[config.mk]
export PLATFORM = sky130hd
export DESIGN_NAME = dram_bringup_regs
export DESIGN_NICKNAME = d
export VERILOG_FILES = /design/src/rtl/bringup_pkg.sv /design/src/rtl/bringup_decode.sv /design/src/rtl/bringup_startflag.sv /design/src/rtl/dram_bringup_regs.sv
export SDC_FILE = /design/constraint.sdc
export NUM_CORES = 1
export LEC_CHECK = 0
export BUFFER_PORTS_ARGS = -buffer_cell sky130_fd_sc_hd__buf_2
export CORE_MARGIN = 2
export CORE_UTILIZATION = 60
export DETAILED_ROUTE_END_ITERATION = 16
export GPL_ROUTABILITY_DRIVEN = 0
export PLACE_DENSITY = 0.86
export SETUP_SLACK_MARGIN = 0.4
export SLEW_MARGIN = 0
export SYNTH_ARGS = -nofsm -noshare
export SYNTH_HDL_FRONTEND = slang
export SYNTH_HIERARCHICAL = 1
export SYNTH_SLANG_ARGS = --single-unit
[constraint.sdc]
create_clock -name clk -period 5 [get_ports clk]
set_input_delay 1 -clock clk [delete_from_list [all_inputs] [get_ports clk]]
set_output_delay 1 -clock clk [all_outputs]
set_load 0.005 [all_outputs]
[src/rtl/bringup_pkg.sv]
package bringup_pkg;
  localparam int DATA_W = 32;
  localparam int OFS_W  = 12;

  // Offsets firmware depends on
  localparam logic [OFS_W-1:0] OFS_SETUP  = 12'h000;
  localparam logic [OFS_W-1:0] OFS_CALCTL = 12'h0A8;
  localparam logic [OFS_W-1:0] OFS_CALSTS = 12'h0B0;

  // Reset images
  localparam logic [DATA_W-1:0] RST_SETUP  = 32'h8002_0000;
  localparam logic [DATA_W-1:0] RST_CALCTL = 32'h07B0_0000;
  localparam logic [DATA_W-1:0] RST_CALSTS = 32'h8000_0000;

  // Bit positions
  localparam int INIT_BIT  = 31;
  localparam int TRAIN_BIT = 30;
  localparam int DONE_BIT  = 31;
  localparam int NUM_FLAGS = 2;

  typedef struct packed {
    logic setup;
    logic calctl;
    logic calsts;
  } regsel_t;
endpackage

[src/rtl/bringup_decode.sv]
module bringup_decode
  import bringup_pkg::*;
#(
  parameter int ADDR_W = 12
) (
  input  logic [ADDR_W-1:0] addr,
  output regsel_t           sel,
  output logic              miss
);
  always_comb begin
    sel.setup  = (addr == ADDR_W'(OFS_SETUP));
    sel.calctl = (addr == ADDR_W'(OFS_CALCTL));
    sel.calsts = (addr == ADDR_W'(OFS_CALSTS));
    miss       = ~(sel.setup | sel.calctl | sel.calsts);
  end
endmodule

[src/rtl/bringup_startflag.sv]
module bringup_startflag #(
  parameter int   BUSY_CYCLES = 4,
  parameter logic RST_VAL     = 1'b0
) (
  input  logic clk,
  input  logic rst,
  input  logic load,     // write to the owning register
  input  logic set_val,  // written value of this bit
  output logic flag
);
  generate
    if (BUSY_CYCLES == 0) begin : g_instant
      // Requests finish at once: any write leaves the bit clear.
      always_ff @(posedge clk) begin
        if (rst)       flag <= RST_VAL;
        else if (load) flag <= 1'b0;
      end
    end else begin : g_timed
      localparam int CNT_W = $clog2(BUSY_CYCLES + 1);
      logic [CNT_W-1:0] remain_q;

      always_ff @(posedge clk) begin
        if (rst) begin
          flag     <= RST_VAL;
          remain_q <= '0;
        end else if (load) begin
          flag     <= set_val;
          remain_q <= set_val ? CNT_W'(BUSY_CYCLES) : '0;
        end else if (remain_q != '0) begin
          remain_q <= remain_q - 1'b1;
          if (remain_q == CNT_W'(1)) flag <= 1'b0;
        end
      end

      // a running window always shows the flag set
      p_window_shows_busy_r3: assert property (@(posedge clk) disable iff (rst)
        (remain_q != '0) |-> flag);
      // the last window cycle is followed by a clear flag
      p_window_end_clears_r3: assert property (@(posedge clk) disable iff (rst)
        (!load && remain_q == CNT_W'(1)) |=> !flag);
      // a start write (also during busy) shows the flag set next cycle
      p_start_sets_r5: assert property (@(posedge clk) disable iff (rst)
        (load && set_val) |=> (flag && remain_q == CNT_W'(BUSY_CYCLES)));
      // writing zero clears at once
      p_zero_clears_r5: assert property (@(posedge clk) disable iff (rst)
        (load && !set_val) |=> !flag);
    end
  endgenerate
endmodule

[src/rtl/dram_bringup_regs.sv]
module dram_bringup_regs
  import bringup_pkg::*;
#(
  parameter int ADDR_W      = 12,
  parameter int BUSY_CYCLES = 4
) (
  input  logic              clk,
  input  logic              rst,
  input  logic [ADDR_W-1:0] addr,
  input  logic              wr_en,
  input  logic              rd_en,
  input  logic [31:0]       wr_data,
  output logic [31:0]       rd_data,
  output logic              err
);
  localparam int PLAIN_W = DATA_W - NUM_FLAGS;
  localparam logic [NUM_FLAGS-1:0] FLAG_RST = RST_SETUP[DATA_W-1 -: NUM_FLAGS];

  regsel_t sel;
  logic    miss;

  bringup_decode #(.ADDR_W(ADDR_W)) u_decode (
    .addr (addr),
    .sel  (sel),
    .miss (miss)
  );

  logic                 setup_wr;
  logic [NUM_FLAGS-1:0] flags;   // [1] = init, [0] = training

  assign setup_wr = wr_en & sel.setup;

  genvar gi;
  generate
    for (gi = 0; gi < NUM_FLAGS; gi++) begin : g_flag
      bringup_startflag #(
        .BUSY_CYCLES (BUSY_CYCLES),
        .RST_VAL     (FLAG_RST[gi])
      ) u_flag (
        .clk     (clk),
        .rst     (rst),
        .load    (setup_wr),
        .set_val (wr_data[TRAIN_BIT + gi]),
        .flag    (flags[gi])
      );
    end
  endgenerate

  logic [PLAIN_W-1:0] setup_low_q;
  logic [31:0]        calctl_q;
  logic [31:0]        calsts_q;
  logic [31:0]        rd_mux;

  always_ff @(posedge clk) begin
    if (rst) begin
      setup_low_q <= RST_SETUP[PLAIN_W-1:0];
      calctl_q    <= RST_CALCTL;
      calsts_q    <= RST_CALSTS;
    end else begin
      if (setup_wr)            setup_low_q <= wr_data[PLAIN_W-1:0];
      if (wr_en && sel.calctl) calctl_q    <= wr_data;
      if (wr_en && sel.calsts)
        calsts_q <= wr_data;
      else if (wr_en && sel.calctl)
        calsts_q[DONE_BIT] <= 1'b1;
    end
  end

  always_comb begin
    rd_mux = '0;
    if (sel.setup)  rd_mux = {flags, setup_low_q};
    if (sel.calctl) rd_mux = calctl_q;
    if (sel.calsts) rd_mux = calsts_q;
  end

  always_ff @(posedge clk) begin
    if (rst) begin
      rd_data <= '0;
      err     <= 1'b0;
    end else begin
      rd_data <= rd_en ? rd_mux : '0;
      err     <= (rd_en | wr_en) & miss;
    end
  end

  // at most one register decoded per access
  p_single_select_r2: assert property (@(posedge clk) disable iff (rst)
    $onehot0({sel.setup, sel.calctl, sel.calsts}));
  // a calibration-control write marks calibration done
  p_done_raised_r7: assert property (@(posedge clk) disable iff (rst)
    (wr_en && sel.calctl) |=> calsts_q[DONE_BIT]);
  // the remaining status bits are untouched by that write
  p_status_rest_kept_r7: assert property (@(posedge clk) disable iff (rst)
    (wr_en && sel.calctl) |=> (calsts_q[DONE_BIT-1:0] == $past(calsts_q[DONE_BIT-1:0])));
  // unmodelled reads return zero
  p_miss_reads_zero_r8: assert property (@(posedge clk) disable iff (rst)
    (rd_en && miss) |=> (rd_data == '0));
  // unmodelled writes leave the stored registers alone
  p_miss_write_inert_r8: assert property (@(posedge clk) disable iff (rst)
    (wr_en && miss) |=> ($stable(calctl_q) && $stable(calsts_q) && $stable(setup_low_q)));
  // error pulse follows a bad access
  p_err_on_miss_r9: assert property (@(posedge clk) disable iff (rst)
    ((rd_en || wr_en) && miss) |=> err);
  // no error without a bad access
  p_err_quiet_r9: assert property (@(posedge clk) disable iff (rst)
    !((rd_en || wr_en) && miss) |=> !err);
endmodule

==> metrics.yaml, run 1 <==
syn_avg_cell_area_um2: 9.576
hold_buffers: 0
multi_input_area_um2: 3149
cts_made_buffers: 17
status: "finished clean"
num_vias: 5067
start_util: 0.6159
antenna_cells: 0
routed_wl_um: 13460
setup-tns-final_ns: 0
crit_type: "input pin to flip-flop"
pwr-share-clk: 0.450
endpoint: "rd_data[24]$_SDFF_PP0_"
synth_cells: 664
fillers: 731
drt-initial-drc-count: 274
synth_edf_count: 0
ys_ff_latch: 135
antenna_left: 0
yosys.area_share.xor_xnor: 0.004132
synth.distinct_cells: 41
synthSimpleGateAreaFrac: 0.1462
cts-root-buf: "clkbuf_8"
clock_latency_ns: 0.53
cts.clk_slew.worst_paths_ns: 0.06
fin_crit_sh: 0.5768
power.density_nw_per_um2: 341.1
final.setup.worst_slack_ns: 2.116
grt_max_degree: 124
viasPerCell: 5.961
tightest_slew_ns: 1.097
skew_ns: 0.004123
slew_headroom: 0.2653
first_pass_iters: 5
netlist_area_um2: 6359
seq_area_frac_synth: 0.4250
p_sw_mw: 0.6024
cp_max_fo: 16
report.final.slew_viol_count: 0
row_count: 37
setup_violations: 0
post-dp-hpwl_um: 7720
reg2reg_to: "g_flag[1].u_flag/g_timed.remain_q[1]$_SDFFE_PP0P_"
post_cts_buffers: 0
clk_path_buf_depth: 2
synth_top_family_by_area: "compound AO/OA/AOI/OAI gates"
combPwrFrac: 0.095
nNetsFinal: 755
hold_violations: 0
synthMuxAreaShare: 0
grt_overflow_total: 0
worstPathArrival_ns: 3.32
synth_nets: 718
io_buffers: 80
die_h_um: 106.9
cts_tree: "built"
yosysTopAreaCellShare: 0.4250
drc: 0
post_cts_resized: 0
cp.required_ns: 5.44
die-area_um2: 11440
track_usage: 0.2435
dp_slack_ns: 1.577
io_pins: 81
r2r-start: "g_flag[1].u_flag/g_timed.remain_q[0]$_SDFFE_PP0P_"
leakagePower_nw: 2.562
grt_pass1_vias: 4893
p_seq_frac: 0.454
register_area_um2: 2703
area_delta_synth_final_pct: 13.44
rsz0062_at_grt: "no"
die_w_um: 106.9
yosys-top-cells-area: "dfxtp_1, a21bo_2, a21oi_1"
antenna_found_initial: 0
synth_compound_area_frac: 0.3296
htreeDepth: 4
wl_per_cell_um: 15.84
fmax_mhz: 346.7
synthAdderAreaFrac: 0.01181
yosys_warnings: 6
cts_sinks: 135
max_cap_violations: 0
swShare: 0.2448
synth_ff_type: "dfxtp_1"
crit_path_end_kind: "flip-flop"
vdd_drop_max_mv: 0.2861
rr_worst_depth: 5
period_needed_ns: 2.884
async_reset_ff_frac: 0
crit_start: "addr[8]"
final_layout_size_suffix_gt1_frac: 0.3543
core_area_um2: 10320
yosysTopAreaCell: "dfxtp_1"
cp-start-kind: "input pin"
ff2ff_setup_slack_ns: 3.69
hold_path_class: "flip-flop to flip-flop"
grt_pass1_wl_um: 22470
p_int_mw: 1.858
-- synth_stat cells, types with 2 or more instances --
cell       instances
and3_1             6
nand3_1           87
nand3b_1          32
nor2b_1            2
clkbuf_1          13
buf_12             2
nor4_2             2
a221oi_1          11
ha_1               6
nor2_1             8
a221oi_2          22
nor3_1             3
nand2b_4           3
buf_4              4
a21oi_1          100
a21oi_2           20
a2111oi_2          2
inv_1             39
a21bo_1            6
a21bo_2           81
xnor2_1            3
nor4_1             2
a211o_1            7
buf_2             48
dfxtp_1          135
buf_1              2
nand2_1            4
-- metrics by stage --
stage            util  hold slack, ns  power [mW]  cells  area, µm²
2_1_floorplan       -          0.4332       1.308    664       6359
3_3_place_gp   0.6482          0.4427       1.352    818       6691
3_5_place_dp   0.6482          0.4546       1.367    818       6691
4_1_cts        0.6987          0.4631       2.472    850       7213
5_1_grt        0.6987          0.4693       2.545    850       7213
6_report       0.6987          0.4597       2.461    850       7213
-- power groups by stage --
stage               clock, mW  sequential (mW)  combinational (mW)
finish                   1.11             1.12               0.235
global route             1.17             1.12               0.259
CTS                      1.12             1.12               0.235
detailed placement          0             1.14               0.227
global placement            0             1.14               0.214
floorplan                   0             1.14               0.173
-- state kept, by name, indices dropped and copies added (netlist names) --
register                        cells
rd_data                            32
err                                 1
calctl_q                           32
calsts_q                           32
g_flag.u_flag/flag                  2
g_flag.u_flag/g_timed.remain_q      6
setup_low_q                        30
-- placed cells by master (no fill, tap or decap), types with 6 or more instances in the layout --
cell       instances
dfxtp_1          135
a21oi_1          100
nand3_1           87
a21bo_2           81
buf_2             78
inv_1             39
nand3b_1          32
a221oi_2          22
a21oi_2           20
clkbuf_16         16
a221oi_1          11
clkinv_2           9
a211o_1            7
nor2_1             7
buf_4              7
and3_1             6
a21bo_1            6
ha_1               6
-- cell type report --
| class | count | area share |
|---|---|---|
| timing repair buffer | 89 | 0.07251 |
| tap | 136 | 0.02359 |
| clock inverter | 11 | 0.01145 |
| sequential | 135 | 0.3747 |
| multi-input combinational | 419 | 0.4366 |
| inverter | 39 | 0.02029 |
| clock buffer | 21 | 0.06088 |
-- critical path, cell delays in order --
cell and delay, ns:
buf_2 0.10, nor4_2 0.31, nand2_1 0.22, nor4b_4 0.98
buf_4 0.36, a21oi_1 0.06, a221oi_1 0.28
-- cells by family (layout without fill, tap and decap cells) --
kind of cell	count (synthesis)	after routing
adder cells (fa/ha/maj)	6	6
flip-flops	135	135
AND/OR/NAND/NOR	156	156
buffers and inverters	110	160
XOR/XNOR	3	3
AO/OA/AOI/OAI	254	254
-- routing by layer --
metal / vias to the layer above / part of all wire / global-route usage
met5: - / 0 / 0
met4: 0 / 0.021 / 0.1058
met3: 29 / 0.044 / 0.07234
met2: 130 / 0.50 / 0.3990
met1: 2439 / 0.43 / 0.2972
li1: 2469 / - / -
-- worst min path at each step --
stage,slack [ns],end,cells past startpoint,startpoint
finish,0.46,rd_data[13]$_SDFF_PP0_,2,calsts_q[13]$_SDFFE_PP0P_
global route,0.47,rd_data[13]$_SDFF_PP0_,2,calsts_q[13]$_SDFFE_PP0P_
CTS,0.46,rd_data[25]$_SDFF_PP0_,2,calsts_q[25]$_SDFFE_PP0P_
detailed placement,0.45,rd_data[17]$_SDFF_PP0_,2,calsts_q[17]$_SDFFE_PP0P_
global placement,0.44,calctl_q[26]$_SDFFE_PP1P_,1,calctl_q[26]$_SDFFE_PP1P_
floorplan,0.43,rd_data[0]$_SDFF_PP0_,2,calsts_q[0]$_SDFFE_PP0P_
(Power assumes the default switching activity.)
==> run 2: changes to the inputs <==
- CORE_UTILIZATION: 60 -> 52
- PLACE_DENSITY: 0.86 -> 0.8
- clock period: 5 -> 2.6 ns (I/O delays scaled with it)
==> metrics.yaml, run 2 (synthesis results as in run 1) <==
tightest_slew_ns: 0.6914  # -0.4060 ns
cts_sinks: 135  # unchanged
io_pins: 81  # unchanged
cp-start-kind: "input pin"
htreeDepth: 4  # unchanged
hold_path_class: "input pin to flip-flop"
report.final.slew_viol_count: 0  # unchanged
reg_top3: "calctl_q (32), calsts_q (32), rd_data (32)"
fillers: 986  # +35%
setup_violations: 0  # unchanged
mostFrequentLayoutCell: "dfxtp_1"
wl_per_cell_um: 15.79  # -0.30%
p_sw_mw: 1.177  # +95%
worstPathArrival_ns: 2.34  # -0.98 ns
cts_made_buffers: 17  # unchanged
crit_type: "input pin to flip-flop"
antenna_left: 0  # unchanged
holdWs_ns: 0.3372  # -0.1225 ns
grt_util_met2: 0.3487  # -0.05028
grt_most_used_layer: "met2"
io_buffers: 80  # unchanged
hold_violations: 0  # unchanged
core_area_um2: 11960  # +16%
grt_overflow_total: 0  # unchanged
start_util: 0.5316  # -0.08434
post_cts_buffers: 0  # unchanged
fmax_mhz: 493.8
clk_path_buf_depth: 2  # unchanged
power.density_nw_per_um2: 668.5  # +96%
leakagePower_nw: 2.666  # +4.0%
p_int_mw: 3.821  # +110%
drt-initial-drc-count: 369  # +35%
die_h_um: 114.6  # +7.1%
grt_max_degree: 101  # -19%
viasPerCell: 5.835  # -2.1%
hold_buffers: 0  # unchanged
area_delta_synth_final_pct: 17.57
cts.clk_slew.worst_paths_ns: 0.06  # about the same
use_met1: 0.2617  # -0.03544
nNetsFinal: 767  # +1.6%
swShare: 0.2356  # -0.009215
p_seq_frac: 0.430  # -0.024
grt_pass1_wl_um: 22490  # about the same
setup-tns-final_ns: 0  # unchanged
rsz0062_at_grt: "no"
pwr-share-clk: 0.480  # +0.030
grtUsageMet3: 0.06511  # -0.007227
routed_wl_um: 13790  # +2.4%
antenna_found_initial: 0  # unchanged
first_pass_iters: 5  # unchanged
row_count: 40  # +8.1%
drc: 0  # unchanged
post-dp-hpwl_um: 8384  # +8.6%
mostFrequentLayoutCells: "dfxtp_1, a21oi_1, nand3_1"
status: "finished clean"
fin_util: 0.6250  # -0.07370
vdd_drop_max_mv: 0.4681  # +64%
grt_pass1_vias: 4812  # -1.7%
combPwrFrac: 0.090  # -0.005
cp.required_ns: 2.92  # -2.52 ns
post_cts_resized: 0  # unchanged
period_needed_ns: 2.025
antenna_cells: 0  # unchanged
final_layout_size_suffix_gt1_frac: 0.3691  # +0.01480
num_vias: 5094  # +0.53%
slew_headroom: 0.5391  # +0.2738
cp_max_fo: 76  # +60
cts_tree: "built"
crit_path_end_kind: "flip-flop"
clock_latency_ns: 0.42  # -0.11 ns
skew_ns: 0.007121  # +0.002998 ns
die_w_um: 114.6  # +7.1%
die-area_um2: 13130  # +15%
fin_crit_sh: 0.7789
cts-root-buf: "clkbuf_16"
max_cap_violations: 0  # unchanged
track_usage: 0.2140  # -0.02949
-- run 2: cell count changes in the layout (fill, tap and decap cells not counted), sizes merged --
cell	change
buf	+12
clkinvlp	+4
clkbuf	-3
clkinv	-3
bufinv	+2
-- run 2: through the flow --
stage,instance area [µm²],setup WS [ns],instances,power (mW)
2_1_floorplan,6365,0.5354,664,2.517
3_3_place_gp,6879,0.1966,841,2.609
3_5_place_dp,6879,0.1392,841,2.635
4_1_cts,7476,0.5608,873,5.026
5_1_grt,7476,0.4030,873,5.178
6_report,7476,0.5748,873,4.998
-- run 2: path summary, 6_finish.rpt --
kind | slack, ns | end | startpoint | cells past startpoint
worst max-delay path | 0.57 | rd_data[10]$_SDFF_PP0_ | addr[1] | 7
worst min-delay path | 0.34 | setup_low_q[17]$_SDFFE_PP1P_ | wr_data[17] | 2
worst max register to register | 1.31 | g_flag[0].u_flag/g_timed.remain_q[1]$_SDFFE_PP0P_ | g_flag[0].u_flag/g_timed.remain_q[0]$_SDFFE_PP0P_ | 5
worst min register to register | 0.45 | rd_data[1]$_SDFF_PP0_ | calsts_q[1]$_SDFFE_PP0P_ | 2
-- run 2: area by class of cell --
type	count	area, µm²	share of cell area
tap	147	183.9	0.02460
clock inverter	14	157.7	0.02109
clock buffer	18	439.2	0.05874
inverter	39	146.4	0.01958
sequential	135	2703	0.3615
timing repair buffer	101	688.2	0.09205
multi-input combinational	419	3158	0.4224
-- run 2: critical path: stages --
cell and delay [ns]:
buf_2 0.10, nor4_2 0.29, nand2_1 0.23, nor4b_4 0.40, buf_12 0.39, a21oi_2 0.07
a221oi_2 0.29
-- run 2: power by group through the flow --
stage | clock (mW) | combinational [mW] | sequential (mW)
2_1_floorplan | 0 | 0.333 | 2.18
3_3_place_gp | 0 | 0.421 | 2.19
3_5_place_dp | 0 | 0.445 | 2.19
4_1_cts | 2.43 | 0.450 | 2.15
5_1_grt | 2.52 | 0.502 | 2.15
6_report | 2.40 | 0.450 | 2.15
-- run 2: layer usage --
metal	share of wire	vias to the layer above	wire length (µm)
li1	-	2489	-
met3	0.049	26	680
met4	0.022	0	297
met1	0.44	2466	6113
met2	0.49	113	6695
met5	0	-	0
